## config.mk

```make
export PLATFORM = sky130hd
export DESIGN_NAME = rtc_periodic_irq
export DESIGN_NICKNAME = d
export VERILOG_FILES = /design/src/rtl/rtc_pi_pkg.sv /design/src/rtl/rtc_pi_rate_dec.sv /design/src/rtl/rtc_pi_count.sv /design/src/rtl/rtc_pi_flags.sv /design/src/rtl/rtc_periodic_irq.sv
export SDC_FILE = /design/constraint.sdc
export NUM_CORES = 1
export LEC_CHECK = 0
export BUFFER_PORTS_ARGS = -buffer_cell sky130_fd_sc_hd__buf_2
export CAP_MARGIN = 30
export CORE_AREA = 2 2 74 76
export CTS_CLUSTER_SIZE = 25
export DETAILED_ROUTE_END_ITERATION = 8
export DIE_AREA = 0 0 76 78
export MAX_ROUTING_LAYER = met4
export PLACE_DENSITY = 0.73
export SLEW_MARGIN = 10
export SYNTH_ARGS = -nofsm -noshare
export SYNTH_HDL_FRONTEND = slang
export SYNTH_SLANG_ARGS = --single-unit
```

## constraint.sdc

```tcl
create_clock -name clk -period 11.33 [get_ports clk]
set_input_delay 1.133 -clock clk [delete_from_list [all_inputs] [get_ports clk]]
set_output_delay 1.133 -clock clk [all_outputs]
set_load 0.02 [all_outputs]
```

## src/rtl/rtc_pi_pkg.sv

```systemverilog
// Package: shared encodings and the rate arithmetic of the periodic
// interrupt generator. Assumes frequencies fit in 32 bits.
package rtc_pi_pkg;

    localparam logic [2:0] SEL_32K = 3'b010;
    localparam logic [2:0] SEL_1M  = 3'b001;
    localparam logic [2:0] SEL_4M  = 3'b000;

    // Frequency in Hz for a rate code in a timebase class (0 = off).
    function automatic int unsigned rate_hz(input logic [3:0] code, input logic slow);
        int unsigned r;
        if (code == 4'd0)       r = 0;
        else if (code == 4'd1)  r = slow ? 256 : 32768;
        else if (code == 4'd2)  r = slow ? 128 : 16384;
        else                    r = 32'd8192 >> (code - 4'd3);
        return r;
    endfunction

    // Period in counter units; zero when the code is off.
    function automatic int unsigned period_units(input int unsigned base,
                                                 input logic [3:0] code,
                                                 input logic slow);
        int unsigned r;
        r = rate_hz(code, slow);
        return (r == 0) ? 0 : base / r;
    endfunction

endpackage

```

## src/rtl/rtc_pi_rate_dec.sv

```systemverilog
// Rate decoder: maps a rate code and timebase class to a period in
// counter units through two tables built at elaboration.
// Assumes BASE_HZ / 2 fits in CW-1 bits.
module rtc_pi_rate_dec #(
    parameter int unsigned BASE_HZ = 131072,
    parameter int unsigned CW      = 19
) (
    input  logic [3:0]    code_i,
    input  logic          slow_i,
    output logic [CW-1:0] period_o
);
    import rtc_pi_pkg::*;

    logic [CW-1:0] tab_slow [16];
    logic [CW-1:0] tab_fast [16];

    for (genvar gi = 0; gi < 16; gi++) begin : g_tab
        localparam int unsigned PS = period_units(BASE_HZ, 4'(gi), 1'b1);
        localparam int unsigned PF = period_units(BASE_HZ, 4'(gi), 1'b0);
        assign tab_slow[gi] = CW'(PS);
        assign tab_fast[gi] = CW'(PF);
    end

    // Select the entry for the active class.
    always_comb begin
        period_o = slow_i ? tab_slow[code_i] : tab_fast[code_i];
    end
endmodule

```

## src/rtl/rtc_pi_count.sv

```systemverilog
// Countdown: loads a full period on reload. Otherwise it loses STEP units
// per strobe while running, and fires at or below zero, carrying the
// overshoot by adding the period back. Assumes STEP <= smallest period.
module rtc_pi_count #(
    parameter int unsigned CW   = 19,
    parameter int unsigned STEP = 3
) (
    input  logic          clk,
    input  logic          rst_n,
    input  logic          reload_i,
    input  logic          run_i,
    input  logic          tick_i,
    input  logic [CW-1:0] period_i,
    output logic          fire_o
);
    localparam logic signed [CW-1:0] STEP_S = CW'(STEP);

    logic signed [CW-1:0] cnt_q;
    logic signed [CW-1:0] dec;

    // Next count after one strobe and the firing decision.
    always_comb begin
        dec    = cnt_q - STEP_S;
        fire_o = !reload_i && run_i && tick_i && (dec <= 0);
    end

    // Count register: reload, carry on expiry, or plain decrement.
    always_ff @(posedge clk) begin
        if (!rst_n)                 cnt_q <= '0;
        else if (reload_i)          cnt_q <= $signed(period_i);
        else if (run_i && tick_i)   cnt_q <= (dec <= 0) ? dec + $signed(period_i) : dec;
    end
endmodule

```

## src/rtl/rtc_pi_flags.sv

```systemverilog
// Flag stage: sticky periodic flag, one-cycle pulse and interrupt request.
// A firing beats an acknowledge; a low enable masks and drops the request.
module rtc_pi_flags (
    input  logic clk,
    input  logic rst_n,
    input  logic fire_i,
    input  logic ack_i,
    input  logic pie_i,
    output logic pf_o,
    output logic pulse_o,
    output logic irq_o
);
    logic pf_q, pulse_q, irq_q;

    // Sticky flag with firing priority over acknowledge.
    always_ff @(posedge clk) begin
        if (!rst_n)       pf_q <= 1'b0;
        else if (fire_i)  pf_q <= 1'b1;
        else if (ack_i)   pf_q <= 1'b0;
    end

    // One-cycle pulse after each firing edge.
    always_ff @(posedge clk) begin
        if (!rst_n) pulse_q <= 1'b0;
        else        pulse_q <= fire_i;
    end

    // Request register, dropped by acknowledge or by a low enable.
    always_ff @(posedge clk) begin
        if (!rst_n)                irq_q <= 1'b0;
        else if (fire_i)           irq_q <= 1'b1;
        else if (ack_i || !pie_i)  irq_q <= 1'b0;
    end

    assign pf_o    = pf_q;
    assign pulse_o = pulse_q;
    assign irq_o   = irq_q & pie_i;
endmodule

```

## src/rtl/rtc_periodic_irq.sv

```systemverilog
// Top: holds the control fields and timebase class, detects enable edges,
// and joins decoder, countdown and flag stage.
// Assumes tick_i is a one-cycle strobe at BASE_HZ / STEP.
module rtc_periodic_irq #(
    parameter int unsigned BASE_HZ = 131072,
    parameter int unsigned STEP    = 3
) (
    input  logic       clk,
    input  logic       rst_n,
    input  logic       tick_i,
    input  logic       ctl_we_i,
    input  logic [7:0] ctl_wdata_i,
    input  logic       pie_i,
    input  logic       ack_i,
    output logic [6:0] ctl_o,
    output logic       pf_o,
    output logic       pf_pulse_o,
    output logic       irq_o
);
    import rtc_pi_pkg::*;

    localparam int unsigned CW = $clog2(BASE_HZ / 2 + 1) + 2;

    logic [6:0]    ctl_q;
    logic          slow_q;
    logic          pie_q;
    logic [3:0]    code_nx;
    logic [2:0]    sel_nx;
    logic          slow_nx;
    logic [CW-1:0] period;
    logic          reload;
    logic          fire;

    // Fields as they will stand after this edge, so a write reloads with its own period.
    always_comb begin
        code_nx = ctl_we_i ? ctl_wdata_i[3:0] : ctl_q[3:0];
        sel_nx  = ctl_we_i ? ctl_wdata_i[6:4] : ctl_q[6:4];
        if (sel_nx == SEL_32K)                         slow_nx = 1'b1;
        else if (sel_nx == SEL_1M || sel_nx == SEL_4M) slow_nx = 1'b0;
        else                                           slow_nx = slow_q;
        reload = ctl_we_i || (pie_i != pie_q);
    end

    // Control fields, timebase class and last enable level.
    always_ff @(posedge clk) begin
        if (!rst_n) begin
            ctl_q  <= '0;
            slow_q <= 1'b1;
            pie_q  <= 1'b0;
        end else begin
            ctl_q  <= {sel_nx, code_nx};
            slow_q <= slow_nx;
            pie_q  <= pie_i;
        end
    end

    rtc_pi_rate_dec #(.BASE_HZ(BASE_HZ), .CW(CW)) u_dec (
        .code_i   (code_nx),
        .slow_i   (slow_nx),
        .period_o (period)
    );

    rtc_pi_count #(.CW(CW), .STEP(STEP)) u_cnt (
        .clk      (clk),
        .rst_n    (rst_n),
        .reload_i (reload),
        .run_i    (pie_i && (period != '0)),
        .tick_i   (tick_i),
        .period_i (period),
        .fire_o   (fire)
    );

    rtc_pi_flags u_flg (
        .clk     (clk),
        .rst_n   (rst_n),
        .fire_i  (fire),
        .ack_i   (ack_i),
        .pie_i   (pie_i),
        .pf_o    (pf_o),
        .pulse_o (pf_pulse_o),
        .irq_o   (irq_o)
    );

    assign ctl_o = ctl_q;
endmodule

```

==> reports/qor.yml <==
detailed_routing:
  via_per_inst: 6.19
  initialDrtViolationCount: 181
  drc: 0
  firstDrtPassIters: 4
  ant_nets: 0
  wire_per_inst_um: 15.6
  wl_um: 7030
  vias: 2798
critical_path:
  worstSetupEndpointType: "register"
  crit_arrival_ns: 4.66
  cpPeakStageDelay_ns: 0.42
  r2r-end: "u_cnt.cnt_q[5]$_SDFFE_PN0P_"
  cp_slowest_cell: "a211oi_1"
  rrSetupSlack_ns: 7.02
  cp-start-kind: "primary input"
  crit_type: "primary input to register"
  worstRegToRegCells: 11
  crit_fanout: 26
  worstPathCellList: "buf_2 > nor3_1 > a211oi_1 > o21bai_1 > xnor2_1 > ha_1 > a311oi_1 > o21a_1 > o211ai_1 > a31oi_1 > o21ai_1 > a221oi_1 > nor2_1 > o31ai_1"
  crit_family: "compound AO/OA/AOI/OAI gates"
  crit_buf_inv: 1
  rr_startpoint: "u_cnt.cnt_q[0]$_SDFFE_PN0P_"
  required_ns: 11.53
sta:
  fmax_mhz: 224
  finalSetupViolations: 0
  worst_pin_slew_ns: 0.706
  fin_skew_ns: 0.00190
  slew_headroom: 0.528
  min_period_ns: 4.46
  rsz0062_at_grt: "false"
  hold-worst-slack_ns: 0.477
  period_share: 0.394
  report.final.slew_viol_count: 0
  tns_ns: 0
  finalHoldViolCount: 0
clocking:
  cts_setup_buffers: 0
  holdBufCountCts: 0
  cts.sinks: 31
  worstSkewPairLatency_ns: 0.28
  root_buffer: "clkbuf_8"
  cts_resized: 0
  htreeDepth: 2
  cts_tree: "yes"
  cts_buffers: 5
  cts.reportedPaths.clkPinSlew_ns: 0.06
  clock_path_buffers: 2
pwr:
  power.total_mw: 0.369
  max-vdd-ir-drop_uv: 79.0
  power_density_nw_per_um2: 124
  leakagePower_nw: 1.28
floorplan:
  num_rows: 26
  start_util: 0.542
  coreArea_um2: 5040
  io_pins: 24
  fp.dieW_um: 76
  dieArea_um2: 5930
  die_h_um: 78
synth:
  synth_seq_area_share: 0.227
  synth_top_area_cell: "dfxtp_1"
  synthCells: 364
  synth_xor_area_frac: 0.0962
  ys_warn_count: 0
  async_flop_share: 0
  synth_ff_type: "dfxtp_1"
  synth-simple-area-share: 0.255
  synth_compound_area_frac: 0.268
  synthTopCellsByCount: "47 x nor2_1, 31 x dfxtp_1, 30 x nand2_1"
  muxShareOfSynthArea: 0.0444
  ys_ff_latch: 31
  synthDistinctLibCells: 58
  netlist_area_um2: 2730
  synthTopCellsByArea: "dfxtp_1 23%, ha_1 6.9%, nor2_1 6.5%, xor2_1 5.1%, a21oi_1 4.8%"
  synth.avg_cell_area_um2: 7.51
  yosysTopAreaCellShare: 0.227
  synth_fa_ha_area_frac: 0.0687
  synth_fp_nets: 393
  yosysMostFrequentCell: "nor2_1"
  synth_top_family_by_area: "compound AO/OA/AOI/OAI gates"
  synth_edf_count: 0
status:
  status: "finished, final reports clean"
worst_hold_path:
  min_delay_path_depth: 2
  holdPathEnd: "u_flg.irq_q$_SDFFE_PN0P_"
  min_from: "u_flg.irq_q$_SDFFE_PN0P_"
  hold_path_class: "register to register"
place:
  dpl.cell_count: 444
  gp_congestion: 0.930
  portBuffers: 22
  dpl.hpwl_um: 5220
finish:
  final_cells: 452
  nFillCells: 477
  layout-drive-gt1-share: 0.105
  final_core_util: 0.589
  area_delta_synth_final_pct: 8.61
  antennaDiodeCount: 0
  regArea_um2: 621
  multi_input_area_um2: 2000
  fin_nets: 410
grt:
  track_usage: 0.255
  antenna_found_initial: 0
  gr-total-overflow: 0
  grt_max_degree: 27
  grt_pass1_vias: 2632
  grt_pass1_wl_um: 12100
job:
  maxCapViolations: 0
## tightest hold or removal path, stage by stage (launching register included)
cell and delay [ns]:
dfxtp_1 0.30, nand2_1 0.07, o31ai_1 0.06
## area by class of cell
type	instances	area share
tap	70	0.0295
sequential	31	0.209
clock buffer	7	0.0257
timing repair buffer	25	0.0447
inverter	12	0.0152
clock inverter	1	0.00169
multi-input combinational	306	0.674
## kinds of logic (layout without fill, tap and decap cells)
group                      after synthesis  count (layout)
AOI/OAI and AO/OA                      109             109
adders and majority gates               15              15
muxes                                   12              12
xor gates and xnor gates                30              30
DFF                                     31              31
buffers and inverters                   27              45
and+or+nand+nor                        140             140
## worst max-delay path by stage
stage,depth (start not counted),startpoint,endpoint
4_1_cts,14,ctl_we_i,u_cnt.cnt_q[18]$_SDFFE_PN0P_
3_3_place_gp,14,ctl_we_i,u_cnt.cnt_q[18]$_SDFFE_PN0P_
5_1_grt,14,ctl_we_i,u_cnt.cnt_q[18]$_SDFFE_PN0P_
2_1_floorplan,16,ctl_we_i,u_cnt.cnt_q[18]$_SDFFE_PN0P_
3_5_place_dp,14,ctl_we_i,u_cnt.cnt_q[18]$_SDFFE_PN0P_
6_report,14,ctl_we_i,u_cnt.cnt_q[18]$_SDFFE_PN0P_
## registers in the layout, indices dropped and copies added, names as in the netlist
signal	flops
u_flg.irq_q	1
u_cnt.cnt_q	19
ctl_o	7
slow_q	1
pie_q	1
u_flg.pulse_o	1
u_flg.pf_o	1
## placed cells by master, fill, tap and decap left out, drive strengths merged, types with 7 or more instances in the layout
master / netlist / final
mux2i: 11 / 11
inv: 12 / 12
xor2: 16 / 16
clkbuf: 11 / 7
o21ai: 22 / 22
buf: 4 / 25
nor2: 47 / 47
nand3: 8 / 8
xnor2: 14 / 14
nor3: 9 / 9
a21oi: 26 / 26
nand2b: 10 / 10
a31oi: 11 / 11
ha: 15 / 15
nand2: 30 / 30
dfxtp: 31 / 31
## where the power goes
| group | switching [mW] | internal (mW) |
|---|---|---|
| Combinational | 0.102 | 0.0631 |
| Sequential | 0.00637 | 0.114 |
| Clock | 0.0409 | 0.0430 |
| Total | 0.149 | 0.220 |
## routing by layer
layer  vias to the layer above  wire [µm]  GRT usage
li1                       1372          -          -
met1                      1316       3050      0.307
met2                        96       3340      0.440
met3                        14        502     0.0419
met4                         0        137     0.0782
met5                         -          0          -
## per-stage QoR
| stage | worst slack [ns] | area (µm²) |
|---|---|---|
| floorplan | 6.95 | 2730 |
| global placement | 6.61 | 2890 |
| detailed placement | 6.59 | 2890 |
| CTS | 6.88 | 2970 |
| global route | 6.53 | 2970 |
| finish | 6.87 | 2970 |
Power figures use the tool's default switching activity.
